==> config.mk <==
export PLATFORM = sky130hd
export DESIGN_NAME = pwr_conv_seq
export DESIGN_NICKNAME = d
export VERILOG_FILES = /design/src/rtl/pwr_seq_pkg.sv /design/src/rtl/pwr_seq_edge.sv /design/src/rtl/pwr_seq_timer.sv /design/src/rtl/pwr_seq_mode.sv /design/src/rtl/pwr_seq_fsm.sv /design/src/rtl/pwr_conv_seq.sv
export SDC_FILE = /design/constraint.sdc
export NUM_CORES = 1
export LEC_CHECK = 0
export ABC_AREA = 1
export BUFFER_PORTS_ARGS = -buffer_cell sky130_fd_sc_hd__buf_2
export CAP_MARGIN = 10
export CELL_PAD_IN_SITES_DETAIL_PLACEMENT = 0
export CELL_PAD_IN_SITES_GLOBAL_PLACEMENT = 2
export CORE_UTILIZATION = 35
export CTS_CLUSTER_SIZE = 12
export DETAILED_ROUTE_END_ITERATION = 16
export GPL_TIMING_DRIVEN = 1
export MAX_ROUTING_LAYER = met4
export PLACE_DENSITY_LB_ADDON = 0.1
export SETUP_SLACK_MARGIN = 0.05
export SLEW_MARGIN = 25
export SYNTH_ARGS = -nofsm -noshare
export SYNTH_HDL_FRONTEND = slang
export SYNTH_SLANG_ARGS = --single-unit
==> constraint.sdc <==
create_clock -name clk -period 2.4 [get_ports clk]
set_input_delay 0.48 -clock clk [delete_from_list [all_inputs] [get_ports clk]]
set_output_delay 0.48 -clock clk [all_outputs]
set_load 0.005 [all_outputs]
==> src/rtl/pwr_seq_pkg.sv <==
package pwr_seq_pkg;

    typedef enum logic [1:0] {
        PM_NORMAL      = 2'b00,
        PM_FULL_AFTER  = 2'b01,
        PM_FULL_ALWAYS = 2'b10,
        PM_PART_AFTER  = 2'b11
    } pm_mode_e;

    typedef enum logic [2:0] {
        ST_POR,
        ST_TMO,
        ST_CAL,
        ST_IDLE,
        ST_CONV,
        ST_DOWN,
        ST_WAKE
    } seq_state_e;

    typedef struct packed {
        logic fall;
        logic rise;
    } trig_edge_t;

    function automatic int max_of4(input int a, input int b, input int c, input int d);
        int m;
        m = a;
        if (b > m) m = b;
        if (c > m) m = c;
        if (d > m) m = d;
        return m;
    endfunction

    // State entered once a powered phase (calibration, power-on) ends.
    function automatic seq_state_e rest_state(input pm_mode_e m);
        return (m == PM_FULL_ALWAYS) ? ST_DOWN : ST_IDLE;
    endfunction

    // State entered when a conversion ends.
    function automatic seq_state_e post_conv_state(input pm_mode_e m);
        return (m == PM_NORMAL) ? ST_IDLE : ST_DOWN;
    endfunction

    function automatic logic keeps_ref(input pm_mode_e m);
        return m == PM_PART_AFTER;
    endfunction

endpackage

==> src/rtl/pwr_seq_edge.sv <==
module pwr_seq_edge
    import pwr_seq_pkg::*;
(
    input  logic       clk,
    input  logic       rst,
    input  logic       lvl,
    output trig_edge_t ev
);
    logic prev;

    always_ff @(posedge clk) begin
        if (rst) prev <= 1'b1;
        else     prev <= lvl;
    end

    always_comb begin
        ev.fall = prev & ~lvl;
        ev.rise = ~prev & lvl;
    end

endmodule

==> src/rtl/pwr_seq_timer.sv <==
module pwr_seq_timer #(
    parameter int TW = 8
) (
    input  logic          clk,
    input  logic          rst,
    input  logic          load,
    input  logic [TW-1:0] load_val,
    output logic          expire
);
    logic [TW-1:0] cnt;

    always_ff @(posedge clk) begin
        if (rst)              cnt <= '0;
        else if (load)        cnt <= load_val;
        else if (cnt != '0)   cnt <= cnt - 1'b1;
    end

    assign expire = (cnt == TW'(1));

    a_r5_count_down: assert property (@(posedge clk) disable iff (rst)
        (!load && cnt != '0) |=> (cnt == $past(cnt) - 1'b1));

endmodule

==> src/rtl/pwr_seq_mode.sv <==
module pwr_seq_mode
    import pwr_seq_pkg::*;
(
    input  logic     clk,
    input  logic     rst,
    input  logic     we,
    input  logic [1:0] wdata,
    input  logic     busy,
    input  logic     commit,
    output pm_mode_e act,
    output pm_mode_e nxt
);
    pm_mode_e pend;
    logic     pend_v;

    always_comb begin
        if (busy && !commit) nxt = act;
        else if (we)         nxt = pm_mode_e'(wdata);
        else if (pend_v)     nxt = pend;
        else                 nxt = act;
    end

    always_ff @(posedge clk) begin
        if (rst) begin
            act    <= PM_NORMAL;
            pend   <= PM_NORMAL;
            pend_v <= 1'b0;
        end else if (!busy || commit) begin
            act    <= nxt;
            pend_v <= 1'b0;
        end else if (we) begin
            pend   <= pm_mode_e'(wdata);
            pend_v <= 1'b1;
        end
    end

    // the live mode does not move while busy, except at the commit cycle
    a_r11_hold_while_busy: assert property (@(posedge clk) disable iff (rst)
        (busy && !commit) |=> (act == $past(act)));

endmodule

==> src/rtl/pwr_seq_fsm.sv <==
module pwr_seq_fsm
    import pwr_seq_pkg::*;
#(
    parameter int TW       = 8,
    parameter int WAKE_CYC = 4,
    parameter int CONV_CYC = 6,
    parameter int TMO_CYC  = 5,
    parameter int CAL_CYC  = 7
) (
    input  logic          clk,
    input  logic          rst,
    input  trig_edge_t    ev,
    input  logic          cfg_we,
    input  pm_mode_e      act_mode,
    input  pm_mode_e      nxt_mode,
    input  logic          tmr_exp,
    output logic          tmr_load,
    output logic [TW-1:0] tmr_val,
    output logic          busy,
    output logic          commit,
    output logic          core_en,
    output logic          ref_en,
    output logic          short_err
);
    seq_state_e st, st_n;
    logic       start_pend;
    logic       err_set;

    always_comb begin
        st_n     = st;
        tmr_load = 1'b0;
        tmr_val  = '0;
        commit   = 1'b0;
        err_set  = 1'b0;
        unique case (st)
            ST_POR: begin
                if (cfg_we) begin
                    st_n = rest_state(nxt_mode);
                end else if (ev.fall) begin
                    st_n     = ST_TMO;
                    tmr_load = 1'b1;
                    tmr_val  = TW'(TMO_CYC);
                end
            end
            ST_TMO: begin
                if (tmr_exp) begin
                    st_n     = ST_CAL;
                    tmr_load = 1'b1;
                    tmr_val  = TW'(CAL_CYC);
                end
            end
            ST_CAL: begin
                if (tmr_exp) begin
                    commit = 1'b1;
                    st_n   = rest_state(nxt_mode);
                end
            end
            ST_IDLE: begin
                if (nxt_mode == PM_FULL_ALWAYS) begin
                    st_n = ST_DOWN;
                end else if (ev.rise) begin
                    st_n     = ST_CONV;
                    tmr_load = 1'b1;
                    tmr_val  = TW'(CONV_CYC);
                end
            end
            ST_CONV: begin
                if (tmr_exp) begin
                    commit = 1'b1;
                    st_n   = post_conv_state(nxt_mode);
                end
            end
            ST_DOWN: begin
                if (nxt_mode == PM_NORMAL ||
                    (nxt_mode != PM_FULL_ALWAYS && ev.fall)) begin
                    st_n     = ST_WAKE;
                    tmr_load = 1'b1;
                    tmr_val  = TW'(WAKE_CYC);
                end
            end
            ST_WAKE: begin
                if (tmr_exp) begin
                    if (start_pend || ev.rise) begin
                        st_n     = ST_CONV;
                        tmr_load = 1'b1;
                        tmr_val  = TW'(CONV_CYC);
                    end else begin
                        st_n = rest_state(nxt_mode);
                    end
                end else if (ev.rise) begin
                    err_set = 1'b1;
                end
            end
            default: st_n = ST_POR;
        endcase
    end

    always_ff @(posedge clk) begin
        if (rst) begin
            st         <= ST_POR;
            start_pend <= 1'b0;
            short_err  <= 1'b0;
        end else begin
            st <= st_n;
            if (st != ST_WAKE || tmr_exp) start_pend <= 1'b0;
            else if (err_set)            start_pend <= 1'b1;
            if (err_set) short_err <= 1'b1;
        end
    end

    assign busy    = (st == ST_TMO) || (st == ST_CAL) || (st == ST_CONV);
    assign core_en = (st != ST_DOWN);
    assign ref_en  = (st != ST_DOWN) || keeps_ref(act_mode);

    // the short-pulse flag is sticky
    a_r8_err_sticky: assert property (@(posedge clk) disable iff (rst)
        short_err |=> short_err);

    // always-off mode never leaves the powered-down state
    a_r9_stay_down: assert property (@(posedge clk) disable iff (rst)
        (st == ST_DOWN && nxt_mode == PM_FULL_ALWAYS) |=> (st == ST_DOWN));

    // a conversion runs until its timer expires, whatever the trigger does
    a_r10_conv_runs: assert property (@(posedge clk) disable iff (rst)
        (st == ST_CONV && !tmr_exp) |=> (st == ST_CONV));

    // calibration phase is entered only from the timeout phase
    a_r3_cal_after_tmo: assert property (@(posedge clk) disable iff (rst)
        $rose(st == ST_CAL) |-> ($past(st) == ST_TMO));

endmodule

==> src/rtl/pwr_conv_seq.sv <==
module pwr_conv_seq
    import pwr_seq_pkg::*;
#(
    parameter int WAKE_CYC = 250,
    parameter int CONV_CYC = 100,
    parameter int TMO_CYC  = 2000000,
    parameter int CAL_CYC  = 1500000
) (
    input  logic       clk,
    input  logic       rst,
    input  logic       cfg_we,
    input  logic [1:0] cfg_mode,
    input  logic       conv_trig,
    output logic       busy,
    output logic       core_pwr_en,
    output logic       ref_pwr_en,
    output logic       short_pulse_err
);
    localparam int MAXC = max_of4(WAKE_CYC, CONV_CYC, TMO_CYC, CAL_CYC);
    localparam int TW   = $clog2(MAXC + 1);

    trig_edge_t    ev;
    pm_mode_e      act_mode, nxt_mode;
    logic          tmr_load, tmr_exp, commit;
    logic [TW-1:0] tmr_val;

    pwr_seq_edge u_edge (
        .clk (clk),
        .rst (rst),
        .lvl (conv_trig),
        .ev  (ev)
    );

    pwr_seq_mode u_mode (
        .clk    (clk),
        .rst    (rst),
        .we     (cfg_we),
        .wdata  (cfg_mode),
        .busy   (busy),
        .commit (commit),
        .act    (act_mode),
        .nxt    (nxt_mode)
    );

    pwr_seq_timer #(.TW(TW)) u_tmr (
        .clk      (clk),
        .rst      (rst),
        .load     (tmr_load),
        .load_val (tmr_val),
        .expire   (tmr_exp)
    );

    pwr_seq_fsm #(
        .TW       (TW),
        .WAKE_CYC (WAKE_CYC),
        .CONV_CYC (CONV_CYC),
        .TMO_CYC  (TMO_CYC),
        .CAL_CYC  (CAL_CYC)
    ) u_fsm (
        .clk       (clk),
        .rst       (rst),
        .ev        (ev),
        .cfg_we    (cfg_we),
        .act_mode  (act_mode),
        .nxt_mode  (nxt_mode),
        .tmr_exp   (tmr_exp),
        .tmr_load  (tmr_load),
        .tmr_val   (tmr_val),
        .busy      (busy),
        .commit    (commit),
        .core_en   (core_pwr_en),
        .ref_en    (ref_pwr_en),
        .short_err (short_pulse_err)
    );

    // a busy core is always powered
    a_r5_busy_powered: assert property (@(posedge clk) disable iff (rst)
        busy |-> core_pwr_en);

    // reference alone stays on only in partial mode
    a_r6_ref_partial_only: assert property (@(posedge clk) disable iff (rst)
        (!core_pwr_en && ref_pwr_en) |-> (act_mode == PM_PART_AFTER));

    // leaving power-down without busy means settling has begun
    a_r7_wake_not_busy: assert property (@(posedge clk) disable iff (rst)
        $rose(core_pwr_en) |-> !busy);

endmodule

# --- After elaboration in Yosys (flattened, before gate mapping) ---
# Index checks and enable logic that the tools add are counted.
word_totals:
  regBits: 32
  latchBits: 0
  ramBits: 0
  romBits: 0
  in_bits: 6
  out_inout_bits: 4
  wordCells: 92
  n_memories: 0
classes:
  addsub: 1
  multipliers: 0
  div: 0
  n_lt_le_gt_ge: 0
  eq_ne: 19
  shifts: 0
  n_mux: 39
  bitwise: 5
  reduce_logical: 20
ops:
  columns: ["cell", "n"]
  rows:
  - ["$mux 21", 7]
  - ["$pmux 21 s5", 1]
  - ["$mux 3", 12]
  - ["$eq 21x1->1 const B", 1]
  - ["$pmux 3 s7", 1]
  - ["$reduce_bool 21->1", 1]
  - ["$sub 21x1->21 const B", 1]
  - ["$mux 7", 2]
  - ["$mux 1", 11]
  - ["$ne 2x1->1 const B", 5]
  - ["$eq 3x3->1 const B", 3]
  - ["$mux 8", 1]
  - ["$logic_or 1x1->1", 7]
  - ["$reduce_and 7->1", 1]
  - ["$eq 3x2->1 const B", 2]
  - ["$mux 2", 3]
  - ["$ne 3x3->1 const B", 2]
  - ["$reduce_or 2->1", 3]
  - ["$pmux 1 s5", 1]
  - ["$eq 2x2->1 const B", 2]
  - ["$eq 3x1->1 const B", 1]
  - ["$logic_not 3->1", 1]
  - ["$ne 3x1->1 const B", 1]
  - ["$ne 3x2->1 const B", 1]
  - ["8 further kinds", 13]

# --- Depth between registers and ports, before layout ---
# Gate-level depths: netlist (run 1).
depth:
  depth_word: 12
  mapped_depth: 17
  mapped_depth_nobuf: 16

# --- By module ---
# A second synthesis (run 1) with hierarchy kept.
hier_totals:
  hier_cells: 390
  area_unflattened_um2: 2366.0
by_module_without_submodules:
  columns: ["module", "n_inst", "cells_per_inst", "area_each_um2", "seq_area_each_um2"]
  rows:
  - ["pwr_seq_timer", 1, 230, 1402.6, 420.4]
  - ["pwr_seq_fsm", 1, 115, 666.9, 100.1]
  - ["pwr_seq_mode", 1, 38, 254.0, 100.1]
  - ["pwr_seq_edge", 1, 7, 42.5, 20.0]

# --- Worst setup path before layout (run 1) ---
# No wires, ideal clock.
synth_path:
  kind: "register to register"
  from: "reg u_tmr.cnt[1]"
  to: "reg u_tmr.cnt[2]"
  setup_ps: 116
  arrival_time_ps: 1859
  required_time_ps: 2284
  slack_ps: 426
  path_stages_with_launch: 16
  n_path_buf: 0
  period_less_slack_ps: 1974
  path_cell_list: "dfxtp_1 -> inv_1 -> ha_1 -> nand2_1 -> nor2_2 -> nand4_4 -> nand2_4 -> nand2_2 -> nand2_4 -> nand2_4 -> nand3_4 -> nand2_2 -> nor2_8 -> nand3_1 -> nand2_1 -> nor2_1"
synth_between:
  elab_chain_cells: 12
  elab_cells_between_ends: 23
  classes_between: "add/sub: 1; eq/ne: 3; mux: 12; reduce/logical: 7"
synth_rtl:
  columns: ["element", "line_no", "source"]
  rows:
  - ["from (decl)", "pwr_seq_timer.sv:10", "logic [TW-1:0] cnt;"]
  - ["from (signal assigned)", "pwr_seq_timer.sv:14", "else if (load) cnt <= load_val;"]
  - ["from (signal assigned)", "pwr_seq_timer.sv:15", "else if (cnt != '0) cnt <= cnt - 1'b1;"]
  - ["$eq 21x1->1", "pwr_seq_timer.sv:18", "assign expire = (cnt == TW'(1));"]
  - ["$mux 1", "pwr_seq_fsm.sv:46, pwr_seq_fsm.sv:53, pwr_seq_fsm.sv:68", null]
  - ["$mux 1", null, null]
  - ["$logic_not 1->1", "pwr_seq_mode.sv:17", "if (busy && !commit) nxt = act;"]
  - ["$logic_and 1x1->1", "pwr_seq_mode.sv:17", null]
  - ["$mux 2", "pwr_seq_mode.sv:17", null]
  - ["$ne 2x2->1", "pwr_seq_fsm.sv:75", "(nxt_mode != PM_FULL_ALWAYS && ev.fall)) begin"]
  - ["$logic_and 1x1->1", "pwr_seq_fsm.sv:75", null]
  - ["$logic_or 1x1->1", "pwr_seq_fsm.sv:74", "if (nxt_mode == PM_NORMAL ||"]
  - ["$mux 1", "pwr_seq_fsm.sv:74", null]
  - ["$pmux 1 s5", "pwr_seq_fsm.sv:35", "unique case (st)"]
  - ["$mux 21 or $reduce_bool 2->1 (tied branches)", null, null]
# Parallel ways exist; a longest one is shown, timed or not. The select of a mux whose other input is x is not followed.
# A chain may end at the register's enable or synchronous reset.

# --- Worst setup path in the final report (run 1) ---
layout_path:
  from: "reg u_tmr.cnt[2]"
  to: "reg u_tmr.cnt[3]"
layout_between:
  elab_chain_cells: 12
  elab_cells_between_ends: 24
  classes_between: "add/sub: 1; eq/ne: 3; mux: 13; reduce/logical: 7"
layout_rtl:
  columns: ["element", "line_no"]
  rows:
  - ["$eq 21x1->1", "pwr_seq_timer.sv:18"]
  - ["$mux 1", "pwr_seq_fsm.sv:46, pwr_seq_fsm.sv:53, pwr_seq_fsm.sv:68"]
  - ["$mux 1", null]
  - ["$logic_not 1->1", "pwr_seq_mode.sv:17"]
  - ["$logic_and 1x1->1", "pwr_seq_mode.sv:17"]
  - ["$mux 2", "pwr_seq_mode.sv:17"]
  - ["$ne 2x2->1", "pwr_seq_fsm.sv:75"]
  - ["$logic_and 1x1->1", "pwr_seq_fsm.sv:75"]
  - ["$logic_or 1x1->1", "pwr_seq_fsm.sv:74"]
  - ["$mux 8 or $mux 1 (tied branches)", "pwr_seq_fsm.sv:74"]
  - ["$pmux 21 s5 or $pmux 1 s5 (tied branches)", "pwr_seq_fsm.sv:35"]
  - ["$mux 21 or $reduce_bool 2->1 (tied branches)", null]
# Parallel ways exist; a longest one is shown, timed or not. The select of a mux whose other input is x is not followed.

==> results of run 1 <==
==> power by group through the flow <==
| stage | Clock, W | Sequential (W) | Combinational [W] |
|---|---|---|---|
| global placement | 0 | 0.000956 | 0.00247 |
| CTS | 0.000601 | 0.000942 | 0.00243 |
| floorplan | 0 | 0.000907 | 0.00190 |
| finish | 0.000594 | 0.000946 | 0.00252 |
| detailed placement | 0 | 0.000954 | 0.00242 |
| global route | 0.000633 | 0.000976 | 0.00282 |
==> timing repair <==
item	in CTS	in global routing
buffers inserted	0	3
endpoints found under the setup margin	0	21
gates resized for setup	0	9
endpoints found under the hold margin	0	0
==> cells by family (layout without fill, tap and decap cells) <==
kind of cell | after synthesis | count (layout)
AND/OR/NAND/NOR | 186 | 187
adder cells (fa/ha/maj) | 3 | 3
flip-flops | 32 | 32
AO/OA/AOI/OAI | 32 | 32
buffers and inverters | 43 | 66
XOR/XNOR | 18 | 18
multiplexers | 1 | 1
==> registers in the layout, summed over array words and instances (netlist names) <==
register          cells
u_fsm.start_pend      1
u_mode.pend           2
u_edge.prev           1
u_fsm.short_err       1
u_tmr.cnt            21
u_mode.pend_v         1
u_mode.act            2
u_fsm.st              3
==> cells in the final DEF, fill, tap and decap left out <==
cell,count
dfxtp_2,1
or2_2,1
nor2_1,50
xor2_1,11
nor3_1,7
o21ai_1,1
nand3_1,24
nand4_1,5
clkbuf_8,7
nor2_8,1
nand3b_1,1
a32oi_1,1
nand2_4,7
o211ai_1,3
nand3_4,1
nand2_1,63
inv_1,34
nand2_2,7
a21oi_1,13
nor2_4,5
nor2_2,6
dfxtp_1,31
buf_6,1
nand4_4,2
inv_2,5
ha_1,3
buf_2,9
buf_4,9
o21ai_0,13
xnor2_1,7
a21boi_0,1
bufinv_16,1
nand3_2,4
mux2i_1,1
nor4_1,3
==> metrics by stage <==
stage,utilization [%],hold slack [ns],cells,total power [W],setup slack [ns]
floorplan,-,0.4240,315,0.002806,0.4257
detailed placement,38.86,0.4491,402,0.003369,0.1135
global route,42.08,0.4031,414,0.004432,0.04964
CTS,41.00,0.3924,410,0.003971,0.08994
finish,42.08,0.3995,414,0.004062,0.2157
global placement,38.86,0.4430,402,0.003429,0.1450
==> per-layer routing <==
| metal | part of all wire (%) | GRT usage [%] | vias up |
|---|---|---|---|
| met1 | 53 | 29.04 | 892 |
| met4 | 1.5 | 6.071 | 0 |
| met3 | 3.8 | 4.205 | 7 |
| met2 | 42 | 28.14 | 36 |
| li1 | - | - | 1055 |
| met5 | 0 | - | - |
==> worst max-delay path, cell delays in order (launching register included) <==
cell,delay [ns]
dfxtp_1,0.38
nor2_4,0.18
nand2_2,0.10
nor2_2,0.15
nand4_4,0.15
nand2_4,0.10
nand2_2,0.07
nand2_4,0.10
nand2_4,0.08
nand3_4,0.10
nand2_4,0.09
nor2_8,0.18
nand4_4,0.19
nand2_1,0.13
nor2_1,0.04
==> path summary, 6_finish.rpt <==
kind / start / endpoint
max: u_tmr.cnt[2] / u_tmr.cnt[3]
min: conv_trig / u_edge.prev
max reg2reg: u_tmr.cnt[2] / u_tmr.cnt[3]
min reg2reg: u_mode.pend[1] / u_mode.pend[1]
==> layout make-up <==
cell class                      count  area [um2]
Inverter                           39       146.4
Clock buffer                        7       96.34
Sequential cell                    32       641.9
Timing Repair Buffer               19       123.9
Multi-Input combinational cell    241        1359
Clock inverter                      1       30.03
Tap cell                           75       93.84
Fill cell                         645        3430
==> impl_metrics.py, run 1 <==
metrics = {
    "synth": {
        "synth_nets": 324,
        "yosys.area_share.simple_pct": 43.91,
        "yosys_most_used_dff": "dfxtp_1",
        "synth.mux.area_fraction_pct": 0.4659,
        "synth_area_per_cell_um2": 6.820,
        "synth_top_family_by_area": "simple AND/OR/NAND/NOR gates",
        "synth_most_common_cell": "nand2_1",
        "synthTopCellsByArea": "dfxtp_1, nand2_1, nor2_1",
        "ys_seq_elements": 32,
        "synth_area_leader_cell": "dfxtp_1",
        "synth_fa_ha_area_share_pct": 1.747,
        "yosys_warnings": 0,
        "synth_xor_area_share_pct": 7.338,
        "synth_seq_area_share_pct": 29.82,
        "synth_edf_count": 0,
        "synthCells": 315,
        "synth.distinct_cells": 33,
        "synth.top_cell.area_share_pct": 29.82,
        "synth_area_um2": 2148,
        "ys_top_cells_by_count": "nand2_1, nor2_1, inv_1",
        "ys_async_sr_fraction_pct": 0,
        "synth-compound-area-share_pct": 8.096,
    },
    "power": {
        "ir_drop_v": 0.0005226,
        "p_int_w": 0.002056,
        "p_comb_share_pct": 62.1,
        "p_clk_share_pct": 14.6,
        "cellLeakagePower_nw": 1.186,
        "powerDensity_nw_per_um2": 1631,
        "seqPwrFrac_pct": 23.3,
        "p_sw_share_pct": 49.38,
        "p_sw_w": 0.002006,
    },
    "sta": {
        "finalSetupViolations": 0,
        "rsz0062_at_grt": "true",
        "post-route-period-util_pct": 91.01,
        "worst_slew_margin_rel_pct": 62.21,
        "worstMarginPinSlew_ns": 0.5663,
        "final.setup.tns_ns": 0,
        "fmax_ghz": 0.4578,
        "period_minus_slack_ns": 2.184,
        "report.final.hold_viol_count": 0,
        "clock_skew_ns": 0.01278,
        "slew_violations": 0,
    },
    "floorplanning": {
        "io_pins": 10,
        "num_rows": 28,
        "dieArea_um2": 6455,
        "die_y_um": 80.35,
        "coreArea_um2": 5921,
        "start_util_pct": 36.28,
        "die_x_um": 80.35,
    },
    "placed_design": {
        "placed_cell_area_um2": 2301,
        "numPortBuffers": 9,
        "gp_congestion": 0.8384,
        "hpwl_mm": 4.370,
    },
    "global_routing": {
        "grt_overflow": 0,
        "grt_usage_pct": 20.26,
        "grt_max_degree": 16,
        "antenna_found_initial": 0,
        "grt_pass1_wl_mm": 9.377,
        "grt_pass1_vias": 1878,
    },
    "worst_setup_path": {
        "arrival_ns": 2.36,
        "crit_type": "reg -> reg",
        "timing.reg2reg.setup_slack_ns": 0.22,
        "cp_max_fo": 9,
        "critPathLaunchType": "flip-flop",
        "rr_worst_depth": 14,
        "crit_path_end_kind": "flip-flop",
        "worstPathRequired_ns": 2.57,
    },
    "routing": {
        "postRouteWirelength_mm": 5.697,
        "drt_drc_violations_left": 0,
        "drt_iter0_markers": 156,
        "firstDrtPassIters": 4,
        "via_count": 1990,
        "ant_nets": 0,
        "avgRoutedWirePerCell_um": 13.76,
        "viasPerCell": 4.807,
    },
    "layout": {
        "synthToLayoutAreaGrowth_pct": 15.96,
        "final_nets": 347,
        "diodes": 0,
        "drive_gt1_share_pct": 19.76,
        "stdcell_area_um2": 2491,
    },
    "run_status": {
        "status": "complete, no violations",
    },
    "clock_tree": {
        "insertion_delay_ns": 0.30,
        "cts_hold_buf": 0,
        "htree_levels": 2,
        "path_clk_slew_ns": 0.08,
        "cts_buffers": 5,
        "clockRootBuffer": "clkbuf_8",
        "cts_buffer_depth": 2,
        "tritoncts": "built",
        "cts.sinks": 32,
    },
    "min_path": {
        "worstHoldPathType": "in -> reg",
        "hold_path_depth": 3,
    },
    "flow_run": {
        "cap_violations": 0,
    },
}
(Power assumes the default switching activity.)
==> run 2, diff against run 1 <==
--- a/config.mk
+++ b/config.mk
@@ -10,7 +10,8 @@
 export CAP_MARGIN = 10
 export CELL_PAD_IN_SITES_DETAIL_PLACEMENT = 0
 export CELL_PAD_IN_SITES_GLOBAL_PLACEMENT = 2
-export CORE_UTILIZATION = 35
+export CORE_UTILIZATION = 36
+export CTS_BUF_LIST = sky130_fd_sc_hd__clkbuf_4 sky130_fd_sc_hd__clkbuf_8
 export CTS_CLUSTER_SIZE = 12
 export DETAILED_ROUTE_END_ITERATION = 16
 export GPL_TIMING_DRIVEN = 1
==> constraint.sdc (replaced) <==
create_clock -name clk -period 2.4 [get_ports clk]
set_input_delay 0.12 -clock clk [delete_from_list [all_inputs] [get_ports clk]]
set_output_delay 0.12 -clock clk [all_outputs]
set_load 0.005 [all_outputs]
==> run 2 against run 1 <==
Routed wire length decreased by 2.5%. Critical path depth stayed put. Core utilization increased by 2.5 points. Combinational power rose by 5%. Total power decreased by 0.14%. First-iteration DRC count decreased by 37%. Critical endpoint is now u_tmr.cnt[10].
==> impl_metrics.py, run 2 (synthesized netlist as in run 1, its figures left out) <==
metrics = {
    "power": {
        "powerDensity_nw_per_um2": 1613,
        "cellLeakagePower_nw": 1.196,
        "ir_drop_v": 0.0005667,
    },
    "flow_run": {
        "cap_violations": 0,
    },
    "layout": {
        "synthToLayoutAreaGrowth_pct": 17.06,
        "final_nets": 353,
        "reg_top3": "u_tmr.cnt (21), u_fsm.st (3)",
        "final_common_cell": "nand2_1",
        "drive_gt1_share_pct": 22.61,
        "regMostFlops": "u_tmr.cnt",
        "final_cell_mix": "nand2_1, nor2_1, inv_1, dfxtp_1, nand3_1",
        "stdcell_count": 417,
        "post-route-util_pct": 44.58,
        "largest_register_ffs": 21,
        "diodes": 0,
        "nFillCells": 619,
    },
    "routing": {
        "via_count": 2042,
        "avgRoutedWirePerCell_um": 13.32,
        "postRouteWirelength_mm": 5.554,
        "drt_iter0_markers": 99,
        "drt_drc_violations_left": 0,
        "ant_nets": 0,
        "viasPerCell": 4.897,
        "firstDrtPassIters": 4,
    },
    "sta": {
        "post-route-period-util_pct": 91.77,
        "slew_violations": 0,
        "period_minus_slack_ns": 2.202,
        "clock_skew_ns": 0.01045,
        "final.setup.tns_ns": 0,
        "finalSetupViolations": 0,
        "worstMarginPinSlew_ns": 0.5088,
        "report.final.hold_viol_count": 0,
        "worst_slew_margin_rel_pct": 65.77,
        "holdWs_ns": 0.03450,
        "setup_slack_ns": 0.1975,
        "fmax_ghz": 0.4540,
        "rsz0062_at_grt": "true",
    },
    "worst_setup_path": {
        "critPathLaunchType": "flip-flop",
        "crit_type": "reg -> reg",
        "cp_slowest_stage_delay_ns": 0.34,
        "critPathBufInv": 0,
        "cp_max_fo": 6,
        "crit_chain": "nor2_2 > nand2_2 > nor2_4 > nand4_4 > nand2_4 > nand2_2 > nand2_4 > nand2_4 > nand3_4 > nand2_2 > nor2_8 > nand3_1 > nand2_2 > a21oi_1",
        "crit_path_end_kind": "flip-flop",
        "cp_slowest_cell": "dfxtp_1",
        "cp_common_cell": "nand2_2",
        "cp_top_family": "simple AND/OR/NAND/NOR gates",
        "worstPathRequired_ns": 2.58,
        "arrival_ns": 2.38,
    },
    "floorplanning": {
        "die_y_um": 79.25,
        "dieArea_um2": 6281,
        "die_x_um": 79.25,
        "num_rows": 27,
        "coreArea_um2": 5642,
        "io_pins": 10,
        "start_util_pct": 38.08,
    },
    "clock_tree": {
        "cts_buffers": 5,
        "tritoncts": "built",
        "cts.sinks": 32,
        "htree_levels": 2,
        "cts_buffer_depth": 2,
        "insertion_delay_ns": 0.29,
        "path_clk_slew_ns": 0.08,
        "clockRootBuffer": "clkbuf_8",
    },
    "global_routing": {
        "grt_max_degree": 16,
        "grt_usage_pct": 19.93,
        "grt_pass1_vias": 1928,
        "grt_overflow": 0,
        "grt_pass1_wl_mm": 9.170,
        "antenna_found_initial": 0,
    },
    "placed_design": {
        "dp_worst_setup_slack_ns": 0.07059,
        "hpwl_mm": 4.259,
        "numPortBuffers": 9,
        "dp_cells": 399,
        "gp_congestion": 0.8580,
    },
    "min_path": {
        "worstHoldPathType": "in -> reg",
    },
    "run_status": {
        "status": "complete, no violations",
    },
}
## run 2: changes by cell type in the layout (fill, tap and decap cells not counted), sizes merged
| cell | previous run | this run |
|---|---|---|
| buf | 19 | 26 |
| clkinvlp | 0 | 2 |
| bufinv | 1 | 0 |
| clkbuf | 7 | 6 |
| nor2 | 62 | 61 |
## run 2: final timing paths
check,start,to,slack (ns),depth (start not counted)
max,u_tmr.cnt[12],u_tmr.cnt[10],0.20,14
min reg2reg,u_mode.pend[0],u_mode.pend[0],0.46,2
min,conv_trig,u_edge.prev,0.03,3
max reg2reg,u_tmr.cnt[12],u_tmr.cnt[10],0.20,14
## run 2: routing by layer
layer	part of all wire, %	wire [um]	track usage [%]
met3	3.3	184	4.253
met4	1.5	81	7.091
met1	53	2936	26.99
met2	42	2351	29.05
met5	0	0	-
## run 2: what timing repair did
| action | 4_1_cts | 5_1_grt |
|---|---|---|
| hold buffers | 0 | 0 |
| setup buffers | 0 | 10 |
| gates resized for setup | 0 | 16 |
| endpoints found under the setup margin | 0 | 22 |
## run 2: area by class of cell
cell class / instances / area [um2] / area share, %
multi-input combinational: 240 / 1360 / 54.08
inverter: 39 / 146.4 / 5.821
timing repair buffer: 26 / 173.9 / 6.915
sequential: 32 / 646.9 / 25.72
clock inverter: 2 / 15.01 / 0.5970
clock buffer: 6 / 82.58 / 3.284
tap: 72 / 90.09 / 3.582
## run 2: worst register-to-register path, stage by stage (launching register included)
cell and delay [ns]:
dfxtp_1 0.34, nor2_2 0.15, nand2_2 0.11, nor2_4 0.17
nand4_4 0.15, nand2_4 0.09, nand2_2 0.08, nand2_4 0.11
nand2_4 0.08, nand3_4 0.09, nand2_2 0.10, nor2_8 0.18
nand3_1 0.20, nand2_2 0.17, a21oi_1 0.06
## run 2: report_power, final
group	switching (W)	total (W)	leakage (nW)	internal, W
Combinational	0.00160	0.00265	0.888	0.00105
Clock	0.000221	0.000454	0.0434	0.000232
Sequential	0.000211	0.000957	0.265	0.000746
## run 2: per-stage QoR
step	total power, W	area [um2]
floorplan	0.002806	2148
detailed placement	0.003359	2297
global route	0.004458	2515
finish	0.004057	2515
CTS	0.003837	2395
global placement	0.003399	2297
